## src/rtl/lockdet_pkg.sv

```systemverilog
package lockdet_pkg;

    localparam int DEF_WIDTH_W  = 6;
    localparam int DEF_GOOD_RUN = 5;

    typedef enum logic {
        ST_HUNT   = 1'b0,
        ST_LOCKED = 1'b1
    } lock_state_e;

    // Per-strobe judgement handed from the comparator to the qualifier
    typedef struct packed {
        logic fire;        // a reference cycle ends on this edge
        logic pass_entry;  // width strictly below the entry threshold
        logic fail_exit;   // width strictly above the exit threshold
    } verdict_t;

endpackage

```

## src/rtl/ld_pulse_meter.sv

```systemverilog
module ld_pulse_meter #(
    parameter int WIDTH_W = lockdet_pkg::DEF_WIDTH_W
) (
    input  logic               clk,
    input  logic               rst,
    input  logic               pwr_down,
    input  logic               up,
    input  logic               dn,
    input  logic               ref_strobe,
    output logic [WIDTH_W-1:0] width_now
);
    localparam logic [WIDTH_W-1:0] SAT_MAX = {WIDTH_W{1'b1}};

    logic [WIDTH_W-1:0] acc;
    logic               active;

    assign active = up | dn;

    // Width including the current tick, saturating at all-ones
    always_comb begin
        if (acc == SAT_MAX) width_now = SAT_MAX;
        else                width_now = acc + {{(WIDTH_W-1){1'b0}}, active};
    end

    always_ff @(posedge clk) begin
        if (rst || pwr_down || ref_strobe) acc <= '0;
        else                               acc <= width_now;
    end


    sat_nowrap_chk: assert property (@(posedge clk) disable iff (rst)
        (!ref_strobe && !pwr_down) |=> (acc >= $past(acc)));


    pd_clear_chk: assert property (@(posedge clk) disable iff (rst)
        pwr_down |=> (acc == '0));

endmodule

```

## src/rtl/ld_judge.sv

```systemverilog
module ld_judge #(
    parameter int WIDTH_W = lockdet_pkg::DEF_WIDTH_W
) (
    input  logic                  ref_strobe,
    input  logic [WIDTH_W-1:0]    width_now,
    input  logic [WIDTH_W-1:0]    entry_thr,
    input  logic [WIDTH_W-1:0]    exit_thr,
    output lockdet_pkg::verdict_t verdict
);
    always_comb begin
        verdict.fire       = ref_strobe;
        verdict.pass_entry = (width_now < entry_thr);
        verdict.fail_exit  = (width_now > exit_thr);
    end
endmodule

```

## src/rtl/ld_qualifier.sv

```systemverilog
module ld_qualifier #(
    parameter int GOOD_RUN = lockdet_pkg::DEF_GOOD_RUN
) (
    input  logic                  clk,
    input  logic                  rst,
    input  logic                  pwr_down,
    input  lockdet_pkg::verdict_t verdict,
    output logic                  locked
);
    import lockdet_pkg::*;

    localparam int RUN_W = $clog2(GOOD_RUN + 1);
    localparam logic [RUN_W-1:0] RUN_LAST = RUN_W'(GOOD_RUN - 1);
    localparam logic [RUN_W-1:0] RUN_FULL = RUN_W'(GOOD_RUN);

    lock_state_e      state;
    logic [RUN_W-1:0] run_cnt;

    always_ff @(posedge clk) begin
        if (rst || pwr_down) begin
            state   <= ST_HUNT;
            run_cnt <= '0;
        end else if (verdict.fire) begin
            case (state)
                ST_HUNT: begin
                    if (!verdict.pass_entry) begin
                        run_cnt <= '0;
                    end else if (run_cnt == RUN_LAST) begin
                        state   <= ST_LOCKED;
                        run_cnt <= RUN_FULL;
                    end else begin
                        run_cnt <= run_cnt + 1'b1;
                    end
                end
                ST_LOCKED: begin
                    if (verdict.fail_exit) begin
                        state   <= ST_HUNT;
                        run_cnt <= '0;
                    end
                end
                default: begin
                    state   <= ST_HUNT;
                    run_cnt <= '0;
                end
            endcase
        end
    end

    assign locked = (state == ST_LOCKED);


    lock_entry_chk: assert property (@(posedge clk) disable iff (rst)
        $rose(locked) |-> $past(verdict.fire && verdict.pass_entry && run_cnt == RUN_LAST));


    run_clear_chk: assert property (@(posedge clk) disable iff (rst)
        (!locked && verdict.fire && !verdict.pass_entry) |=> (run_cnt == '0));


    lock_exit_chk: assert property (@(posedge clk) disable iff (rst)
        (locked && verdict.fire && verdict.fail_exit && !pwr_down) |=> !locked);


    pd_unlock_chk: assert property (@(posedge clk) disable iff (rst)
        pwr_down |=> (!locked && run_cnt == '0));


    no_glitch_chk: assert property (@(posedge clk) disable iff (rst)
        (!verdict.fire && !pwr_down) |=> $stable(locked));


    run_sat_chk: assert property (@(posedge clk) disable iff (rst)
        run_cnt <= RUN_FULL);

endmodule

```

## src/rtl/hyst_lock_detect.sv

```systemverilog
module hyst_lock_detect #(
    parameter int WIDTH_W  = lockdet_pkg::DEF_WIDTH_W,
    parameter int GOOD_RUN = lockdet_pkg::DEF_GOOD_RUN
) (
    input  logic               clk,
    input  logic               rst,
    input  logic               up,
    input  logic               dn,
    input  logic               ref_strobe,
    input  logic [WIDTH_W-1:0] entry_thr,
    input  logic [WIDTH_W-1:0] exit_thr,
    input  logic               pwr_down,
    output logic               locked
);
    logic [WIDTH_W-1:0]    width_now;
    lockdet_pkg::verdict_t verdict;

    ld_pulse_meter #(.WIDTH_W(WIDTH_W)) u_meter (
        .clk        (clk),
        .rst        (rst),
        .pwr_down   (pwr_down),
        .up         (up),
        .dn         (dn),
        .ref_strobe (ref_strobe),
        .width_now  (width_now)
    );

    ld_judge #(.WIDTH_W(WIDTH_W)) u_judge (
        .ref_strobe (ref_strobe),
        .width_now  (width_now),
        .entry_thr  (entry_thr),
        .exit_thr   (exit_thr),
        .verdict    (verdict)
    );

    ld_qualifier #(.GOOD_RUN(GOOD_RUN)) u_qual (
        .clk      (clk),
        .rst      (rst),
        .pwr_down (pwr_down),
        .verdict  (verdict),
        .locked   (locked)
    );


    reset_low_chk: assert property (@(posedge clk)
        rst |=> !locked);

endmodule

```

## config.mk

```make
export PLATFORM = sky130hd
export DESIGN_NAME = hyst_lock_detect
export DESIGN_NICKNAME = d
export VERILOG_FILES = /design/src/rtl/lockdet_pkg.sv /design/src/rtl/ld_pulse_meter.sv /design/src/rtl/ld_judge.sv /design/src/rtl/ld_qualifier.sv /design/src/rtl/hyst_lock_detect.sv
export SDC_FILE = /design/constraint.sdc
export NUM_CORES = 1
export LEC_CHECK = 0
export BUFFER_PORTS_ARGS = -buffer_cell sky130_fd_sc_hd__buf_2
export CORE_MARGIN = 1.5
export CORE_UTILIZATION = 52
export CTS_CLUSTER_SIZE = 25
export DETAILED_ROUTE_END_ITERATION = 10
export GPL_TIMING_DRIVEN = 0
export PLACE_DENSITY = 0.79
export SYNTH_ARGS = -nofsm -noshare
export SYNTH_HDL_FRONTEND = slang
export SYNTH_HIERARCHICAL = 1
export SYNTH_SLANG_ARGS = --single-unit
```

## constraint.sdc

```tcl
create_clock -name clk -period 3.5 [get_ports clk]
set_input_delay 0.7 -clock clk [delete_from_list [all_inputs] [get_ports clk]]
set_output_delay 0.7 -clock clk [all_outputs]
set_load 0.01 [all_outputs]
```

Word level (Yosys, flattened, before mapping)

Cells that the tools add are included.

Bits of input ports: 18
Output and inout bits: 1
Word-level logic and storage cells: 24
Register bits: 10

Bitwise operators: 2
Reductions and logical operators: 3
Add/subtract/negate cells: 2
Multiplexer cells: 9
$lt $le $gt $ge: 2
Equal/unequal tests: 3

Operators by type and width:

| kind                | number |
|---|---|
| $mux 3              | 3 |
| $add 6x1->6         | 1 |
| $eq 6x6->1 const B  | 1 |
| $gt 6x6->1          | 1 |
| $lt 6x6->1          | 1 |
| $mux 6              | 1 |
| $pmux 3 s2          | 1 |
| $add 3x1->3 const B | 1 |
| $eq 3x3->1 const B  | 1 |
| $mux 1              | 3 |
| $logic_or 1x1->1    | 2 |
| $ne 2x2->1 const B  | 1 |
| $pmux 1 s2          | 1 |
| $reduce_and 2->1    | 1 |
| $not 1->1           | 1 |
| $or 1x1->1          | 1 |

Longest topological paths before layout

Gate-level depths: netlist (run 1).

Word-level depth: 6
Gate-level depth with buffers: 13

By module

Netlist (run 1), hierarchy kept.

Modules (own cells, without submodules):

| module         | instances | area an instance (µm²) | cells each |
|---|---|---|---|
| ld_pulse_meter | 1         | 331.6                  | 35 |
| ld_judge       | 1         | 286.5                  | 39 |
| ld_qualifier   | 1         | 224.0                  | 24 |

Worst setup path before layout (run 1)

No wires, ideal clock.

Path type: input port to flip-flop
From: in dn
To: reg u_qual.run_cnt[1]
Setup slack: 0.437 ns
Cell stages on the path: 13
Data arrival time: 2.987 ns
Data required time: 3.424 ns
Cell sequence: or2_2 > ha_1 > ha_1 > nand3_1 > xor2_1 > nand2_1 > ha_1 > a21oi_2 > a21boi_1 > o32a_1 > nand2b_1 > a21o_1 > a21boi_0

RTL lines:

| element              | line                  | text |
|---|---|---|
| from (decl)          | hyst_lock_detect.sv:8 | `input logic dn,` |
| to (signal assigned) | ld_qualifier.sv:32    | `run_cnt <= run_cnt + 1'b1;` |
| to (decl)            | ld_qualifier.sv:17    | `logic [RUN_W-1:0] run_cnt;` |

==> impl_metrics.ini, run 1 <==
[run_status]
outcome = finished, final reports clean

[global_routing]
first_global_vias = 721
grt_start_max_net_pins = 8
number_of_antenna_violations_at_the_first_check_in_global_routing = 0
global_route.usage.total_pct = 20.1
grt_first_pass_wirelength_mm = 2.86
grt.overflow.total = 0

[route]
post_drt_via_cell_ratio = 5.50
antenna_violating_nets_post_route = 0
drt-wirelength-per-cell_um = 11.9
drt_first_iter_violations = 1
final_wl_mm = 1.62
routed-via-count = 748
drt_pass1_iterations = 5
drc_errors = 0

[timing]
max_freq_mhz = 316
report.final.setup_viol = 0
final_worst_setup_slack_ps = 332
final.period_utilization_pct = 90.5
timing_hold_violations_final = 0
setup_tns_ps = 0
worst_pin_slew_ps = 254
timing.final.crit_period_ps = 3170
setup_repair_after_global_routing_missed_its_margin = false
maxSlewViolCount = 0
fin_worst_skew_ps = 7.17
slew-limit-headroom_pct = 83.0

[place]
post-place-ws_ps = 37.6
buffer_ports.inserted = 18
routabilityCongestion = 0.759
place_hpwl_mm = 1.39
dp.cells = 132

[clock_network]
clkLatencyLatePin_ps = 260
path_clk_slew_ps = 70
tritoncts_clock_tree = done
cts-buffers-inserted = 3
cts_max_path_buffers = 2
root_buffer = clkbuf_4
cts_hold_repair.buffers = 0
cts_max_level = 1
post_cts.repair.setup_buffers = 0
numClockSinks = 10
postCtsResizedCells = 0

[logic_synthesis]
arithmetic_cell_share_of_the_synthesized_area_counting_full_adders_half_adders_and_majority_gates_pct = 22.3
average_cell_area_after_synthesis_um2 = 8.59
share_of_synthesized_cell_area_in_and_or_nand_and_nor_gates_pct = 25.7
synth_top_family_by_area = simple AND/OR/NAND/NOR gates
mappedNetlistNets = 131
synthFlopType = dfxtp_1
synth_edf_count = 0
yosysWarnings = 6
synth_sequential_area_ratio_pct = 23.8
synth.mux.area_fraction_pct = 0
number_of_storage_elements_in_the_synthesis_netlist = 10
synth_compound_area_share_pct = 18.6
ys_async_sr_fraction_pct = 0
mappedNetlistArea_um2 = 842
netlist-cell-type-count = 37
post_synth_inst_count = 98
synth-xor-area-share_pct = 2.08

[min_path]
path_class_of_the_lowest_slack_min_delay_path = flop to flop
holdPathEnd = u_meter/acc[4]
hold_path_startpoint = u_meter/acc[1]
whs_path_depth = 2

[finish]
final_layout_size_suffix_gt1_share_pct = 26.7
layout.cells.most_common_list = 18 x buf_2, 15 x inv_1, 15 x ha_1, 10 x dfxtp_1, 7 x nand2_1
layout.nets = 154
layout_commonest_cell = buf_2
utilization_after_layout_pct = 65.6
synthToLayoutAreaGrowth_pct = 17.4
diodes = 0
layout.cells.non_filler = 136
final.fill_count = 145

[die]
design.core.area_um2 = 1510
initial_utilization_pct = 55.9
die_w_um = 43.2
die_h_um = 43.2
floorplan.die_area_um2 = 1870
row_count = 14
pin_count = 19

[power]
p_leak_nw = 0.531
power.ir.vdd_worst_mv = 0.205
total_power_divided_by_cell_area_nw_per_um2 = 263

[setup_path]
regToRegStartpoint = u_meter/acc[0]
crit_path_max_fanout = 4
number_of_cell_instances_on_the_worst_register_to_register_path = 12
timing.setup.critical_path_class = primary input to flop
r2r-end = u_qual/run_cnt[1]
timing.critical_path.arrival_ps = 3350
setup.worst_path.start_class = primary input
required_ps = 3690
worst_setup_path_end_kind = flop
r2r_setup_slack_ps = 800

[flow_run]
max_cap_violations = 0
-- kinds of logic (layout without fill, tap and decap cells) --
| kind of cell | count (synthesis) | after routing |
|---|---|---|
| buffers and inverters | 16 | 38 |
| XOR/XNOR | 2 | 2 |
| AO/OA/AOI/OAI | 22 | 22 |
| flip-flops | 10 | 10 |
| AND/OR/NAND/NOR | 33 | 33 |
| adder cells (fa/ha/maj) | 15 | 15 |
-- through the flow --
step           power [W]  hold WS (ps)  cell area (um^2)
5_1_grt         0.000273           552               988
4_1_cts         0.000265           530               988
6_report        0.000260           527               988
3_5_place_dp    0.000160           509               952
3_3_place_gp    0.000157           500               952
2_1_floorplan   0.000144           478               842
-- state kept, by name, indices dropped and copies added (netlist names) --
signal          count
u_meter/acc         6
u_qual/locked       1
u_qual/run_cnt      3
-- metal layers --
metal | track usage (%) | vias to the layer above | wire length (um) | share of wire, %
met4 | 8.48 | 0 | 0 | 0
met5 | 0 | - | 0 | 0
met3 | 2.55 | 0 | 50 | 3.1
met1 | 21.5 | 348 | 692 | 43
met2 | 38.2 | 13 | 880 | 54
li1 | - | 387 | - | -
-- cell usage after synthesis, types with 2 or more instances --
master     n  share of area (%)
nor2_1     4                1.8
and3b_1    2                2.1
ha_1      15                 22
nand2b_1   3                2.2
a31oi_1    2                1.5
dfxtp_1   10                 24
a21o_1     2                1.8
nand2_1    7                3.1
a21oi_1    5                3.0
nor2b_1    2                1.5
a21o_2     2                2.1
and3_1     2                1.5
nand3_1    3                1.8
o21ai_0    2                1.2
inv_1     15                6.7
-- how the worst max path moves through the flow --
stage,end,depth (start not counted),slack [ps],from
global placement,u_qual/run_cnt[1],14,150,dn
global route,u_qual/run_cnt[1],14,180,dn
detailed placement,u_qual/run_cnt[1],14,40,dn
floorplan,u_qual/run_cnt[1],13,440,dn
finish,u_qual/run_cnt[1],14,330,dn
CTS,u_qual/run_cnt[1],14,320,dn
-- worst max-delay path, stage by stage --
cell and delay, ps:
buf_2 90, or2_2 290, ha_1 200, ha_1 210
nand3_1 90, xor2_1 200, nand2_1 130, ha_1 340
a21oi_2 150, a21boi_1 70, o32a_1 320, nand2b_1 200
a21o_1 190, a21boi_0 160
-- report_power, final --
group	total, W	switching (W)	internal, W
combinational	0.0000395	0.0000187	0.0000208
sequential	0.000117	0.00000168	0.000115
clock	0.000104	0.0000404	0.0000631
total	0.000260	0.0000607	0.000199
-- final cells by class --
| cell class | count | area, um^2 | area share [%] |
|---|---|---|---|
| Clock buffer | 4 | 36.3 | 3.67 |
| Multi-Input combinational cell | 72 | 578 | 58.5 |
| Sequential cell | 10 | 200 | 20.3 |
| Buffer | 1 | 7.51 | 0.759 |
| Inverter | 15 | 56.3 | 5.70 |
| Timing Repair Buffer | 18 | 90.1 | 9.11 |
| Tap cell | 16 | 20.0 | 2.03 |
Power figures use the tool's default switching activity.
==> run 2: changes to the inputs <==
RECOVER_POWER = 25   (was default)
==> run 2 against run 1 <==
Compared with the run above: die area stayed put; largest cell class unchanged; fmax is the same; routed wire length decreased by 0.37%; combinational power is essentially flat.
==> impl_metrics.ini, run 2 (synthesized netlist as in run 1, its figures left out) <==
[run_status]
outcome = finished, final reports clean

[finish]
final_layout_size_suffix_gt1_share_pct = 25.8
layout.cells.non_filler = 136
largest_register_ff_count = 6
synthToLayoutAreaGrowth_pct = 17.2
layout.nets = 154
layout_commonest_cell = buf_2
largest_register = u_meter/acc
layout.cells.most_common_list = 17 x buf_2, 15 x inv_1, 15 x ha_1, 10 x dfxtp_1, 7 x nand2_1
postLayoutCellArea_um2 = 987
final.fill_count = 146
diodes = 0
multi_input_area_um2 = 578
layout.area.seq_um2 = 200

[die]
row_count = 14
die_w_um = 43.2
initial_utilization_pct = 55.9
die_h_um = 43.2
pin_count = 19
design.core.area_um2 = 1510
floorplan.die_area_um2 = 1870

[timing]
fin_worst_skew_ps = 7.22
timing_hold_violations_final = 0
setup_repair_after_global_routing_missed_its_margin = false
max_freq_mhz = 316
worst_pin_slew_ps = 254
maxSlewViolCount = 0
final.period_utilization_pct = 90.5
slew-limit-headroom_pct = 83.0
report.final.setup_viol = 0
final_worst_setup_slack_ps = 332
timing.final.crit_period_ps = 3170
setup_tns_ps = 0
fin_hold_ws_ps = 527

[place]
routabilityCongestion = 0.759
place_hpwl_mm = 1.39
post-place-ws_ps = 37.6
buffer_ports.inserted = 18
detailed_place.area_um2 = 952
dp.cells = 132

[clock_network]
tritoncts_clock_tree = done
path_clk_slew_ps = 70
cts_hold_repair.buffers = 0
cts_max_level = 1
postCtsResizedCells = 0
numClockSinks = 10
post_cts.repair.setup_buffers = 0
cts-buffers-inserted = 3
cts_max_path_buffers = 2
clkLatencyLatePin_ps = 260
root_buffer = clkbuf_4

[route]
drt_pass1_iterations = 4
post_drt_via_cell_ratio = 5.49
drt_first_iter_violations = 1
antenna_violating_nets_post_route = 0
drt-wirelength-per-cell_um = 11.9
drc_errors = 0
routed-via-count = 746
final_wl_mm = 1.62

[power]
power.ir.vdd_worst_mv = 0.205
p_leak_nw = 0.526
total_power_divided_by_cell_area_nw_per_um2 = 263

[setup_path]
number_of_cell_instances_on_the_worst_register_to_register_path = 12
required_ps = 3690
r2r-end = u_qual/run_cnt[1]
r2r_setup_slack_ps = 800
crit_path_max_fanout = 4
setup.worst_path.start_class = primary input
timing.critical_path.arrival_ps = 3350
timing.setup.critical_path_class = primary input to flop
regToRegStartpoint = u_meter/acc[0]
worst_setup_path_end_kind = flop
worstSetupStartpoint = dn

[global_routing]
grt_first_pass_wirelength_mm = 2.86
first_global_vias = 721
global_route.usage.total_pct = 20.1
number_of_antenna_violations_at_the_first_check_in_global_routing = 0
grt.overflow.total = 0
grt_start_max_net_pins = 8

[min_path]
hold_path_startpoint = u_meter/acc[1]
holdPathEnd = u_meter/acc[4]
path_class_of_the_lowest_slack_min_delay_path = flop to flop
whs_path_depth = 2

[flow_run]
max_cap_violations = 0
[run 2: cell types whose count changed in the layout (fill, tap and decap cells not counted)]
cell / delta
buf_2: -1
clkbuf_1: +1
[run 2: how the worst max path moves through the flow]
stage                              endpoint  cells after the start
after detailed placement  u_qual/run_cnt[1]                     14
after CTS                 u_qual/run_cnt[1]                     14
after floorplan           u_qual/run_cnt[1]                     13
after global routing      u_qual/run_cnt[1]                     14
final                     u_qual/run_cnt[1]                     14
after global placement    u_qual/run_cnt[1]                     14
[run 2: cell type report]
| class | count | area share (%) |
|---|---|---|
| Multi-Input combinational cell | 72 | 58.6 |
| Buffer | 1 | 0.760 |
| Timing Repair Buffer | 18 | 9.00 |
| Clock buffer | 4 | 3.68 |
| Tap cell | 16 | 2.03 |
| Sequential cell | 10 | 20.3 |
| Inverter | 15 | 5.70 |
[run 2: per-stage QoR]
step	utilization, %	power, W
finish	65.5	0.000260
detailed placement	63.2	0.000160
floorplan	-	0.000144
global route	65.5	0.000273
global placement	63.2	0.000157
CTS	65.6	0.000265
[run 2: worst max-delay path, stage by stage]
cell,delay [ps]
buf_2,90
or2_2,290
ha_1,200
ha_1,210
nand3_1,90
xor2_1,200
nand2_1,130
ha_1,340
a21oi_2,150
a21boi_1,70
o32a_1,320
nand2b_1,200
a21o_1,190
a21boi_0,160
[run 2: report_power, final]
group | total [W] | internal (W) | leakage (nW) | switching [W]
Clock | 0.000104 | 0.0000631 | 0.0210 | 0.0000404
Sequential | 0.000117 | 0.000115 | 0.0809 | 0.00000167
Combinational | 0.0000394 | 0.0000207 | 0.425 | 0.0000187
Total | 0.000260 | 0.000199 | 0.526 | 0.0000608
[run 2: layer usage]
layer	vias to the layer above	GRT usage [%]	wire, um
met5	-	0	0
met4	0	8.48	0
met3	0	2.55	45
met2	11	38.2	882
met1	348	21.5	688
li1	387	-	-
==> run 3: changes to the inputs <==
GPL_TIMING_DRIVEN = default   (was 0)
==> run 3 against run 2 <==
Compared with the run above: combinational power shrank 2%; largest power group unchanged; highest routed layer is now met4; cell area shrank 2.2%; largest cell class unchanged; register-to-register slack gained 80 ps.
==> impl_metrics.ini, run 3 (synthesized netlist as in run 1, its figures left out) <==
[run_status]
outcome = finished, final reports clean

[setup_path]
crit_path_max_fanout = 4
timing.setup.critical_path_class = primary input to flop
worstSetupStartpoint = dn
regToRegStartpoint = u_meter/acc[0]
timing.critical_path.arrival_ps = 3280
worst_setup_path_end_kind = flop
setup.worst_path.start_class = primary input
required_ps = 3690

[min_path]
hold_path_startpoint = u_meter/acc[1]
path_class_of_the_lowest_slack_min_delay_path = flop to flop

[timing]
report.final.setup_viol = 0
setup_tns_ps = 0
setup_repair_after_global_routing_missed_its_margin = false
final.period_utilization_pct = 88.4
worst_pin_slew_ps = 239
fin_worst_skew_ps = 2.71
maxSlewViolCount = 0
timing.final.crit_period_ps = 3090
max_freq_mhz = 323
slew-limit-headroom_pct = 84.0
timing_hold_violations_final = 0

[global_routing]
first_global_vias = 722
grt.overflow.total = 0
grt_first_pass_wirelength_mm = 2.84
number_of_antenna_violations_at_the_first_check_in_global_routing = 0
grt_start_max_net_pins = 8
global_route.usage.total_pct = 20.0

[clock_network]
clkLatencyLatePin_ps = 260
path_clk_slew_ps = 70
cts-buffers-inserted = 3
cts_max_level = 1
numClockSinks = 10
root_buffer = clkbuf_4
tritoncts_clock_tree = done
cts_max_path_buffers = 2
cts_hold_repair.buffers = 0
postCtsResizedCells = 0
post_cts.repair.setup_buffers = 0

[finish]
synthToLayoutAreaGrowth_pct = 14.7
largest_register = u_meter/acc
layout_commonest_cell = buf_2
layout.nets = 153
largest_register_ff_count = 6
layout.cells.most_common_list = 17 x buf_2, 15 x inv_1, 15 x ha_1, 10 x dfxtp_1, 7 x nand2_1
final.fill_count = 138
diodes = 0
final_layout_size_suffix_gt1_share_pct = 24.6
utilization_after_layout_pct = 64.1

[die]
die_w_um = 43.2
row_count = 14
pin_count = 19
initial_utilization_pct = 55.9
floorplan.die_area_um2 = 1870
design.core.area_um2 = 1510
die_h_um = 43.2

[power]
power.ir.vdd_worst_mv = 0.252
p_total_w = 0.000234
power_switching_share_pct = 25.2
clkPwrFrac_pct = 33.5
total_power_divided_by_cell_area_nw_per_um2 = 242
power.share.combinational_pct = 16.5
power.net_switching_w = 0.0000590
power.share.sequential_pct = 50.0
cell_internal_pwr_w = 0.000175
p_leak_nw = 0.514

[place]
buffer_ports.inserted = 18
place_hpwl_mm = 1.35
routabilityCongestion = 0.788

[route]
post_drt_via_cell_ratio = 5.53
routed-via-count = 741
drc_errors = 0
drt-wirelength-per-cell_um = 11.6
antenna_violating_nets_post_route = 0
final_wl_mm = 1.55
drt_pass1_iterations = 4
drt_first_iter_violations = 6

[flow_run]
max_cap_violations = 0
run 3: stage by stage:
step | setup slack (ps) | hold slack (ps) | instance area, um^2 | instances
5_1_grt | 240 | 553 | 966 | 134
4_1_cts | 408 | 530 | 967 | 134
3_3_place_gp | 172 | 521 | 945 | 131
2_1_floorplan | 437 | 478 | 842 | 98
3_5_place_dp | 141 | 522 | 945 | 131
6_report | 406 | 525 | 966 | 134
run 3: worst paths after layout:
check / end / slack (ps) / cells after the start
worst max-delay path: u_qual/run_cnt[1] / 410 / 14
worst min-delay path: u_meter/acc[4] / 520 / 2
worst max register to register: u_qual/run_cnt[1] / 880 / 12
worst min register to register: u_meter/acc[4] / 520 / 2
run 3: metal layers:
metal  global-route usage (%)  vias to the layer above  part of all wire [%]
met5                        0                        -                     0
met4                     5.45                        0                  0.64
met3                     5.11                        2                   3.5
met2                     36.7                       12                    52
met1                     22.3                      340                    43
li1                         -                      387                     -
run 3: layout make-up:
| class | instances | area [um^2] | share of cell area, % |
|---|---|---|---|
| Timing Repair Buffer | 18 | 88.8 | 9.20 |
| Clock buffer | 3 | 22.5 | 2.33 |
| Tap cell | 16 | 20.0 | 2.07 |
| Sequential cell | 10 | 200 | 20.7 |
| Multi-Input combinational cell | 72 | 578 | 59.8 |
| Inverter | 15 | 56.3 | 5.83 |
run 3: worst max-delay path, cell delays in order:
cell      delay (ps)
buf_2             90
or2_2            280
ha_1             200
ha_1             210
nand3_1           90
xor2_1           180
nand2_1          110
ha_1             330
a21oi_2          140
a21boi_1          80
o32a_1           330
nand2b_1         210
a21o_1           200
a21boi_0         130
run 3: power groups by stage:
stage | clock, W | sequential (W) | combinational [W]
2_1_floorplan | 0 | 0.000119 | 0.0000241
3_3_place_gp | 0 | 0.000120 | 0.0000369
3_5_place_dp | 0 | 0.000120 | 0.0000389
4_1_cts | 0.0000809 | 0.000117 | 0.0000392
5_1_grt | 0.0000869 | 0.000117 | 0.0000448
6_report | 0.0000784 | 0.000117 | 0.0000386
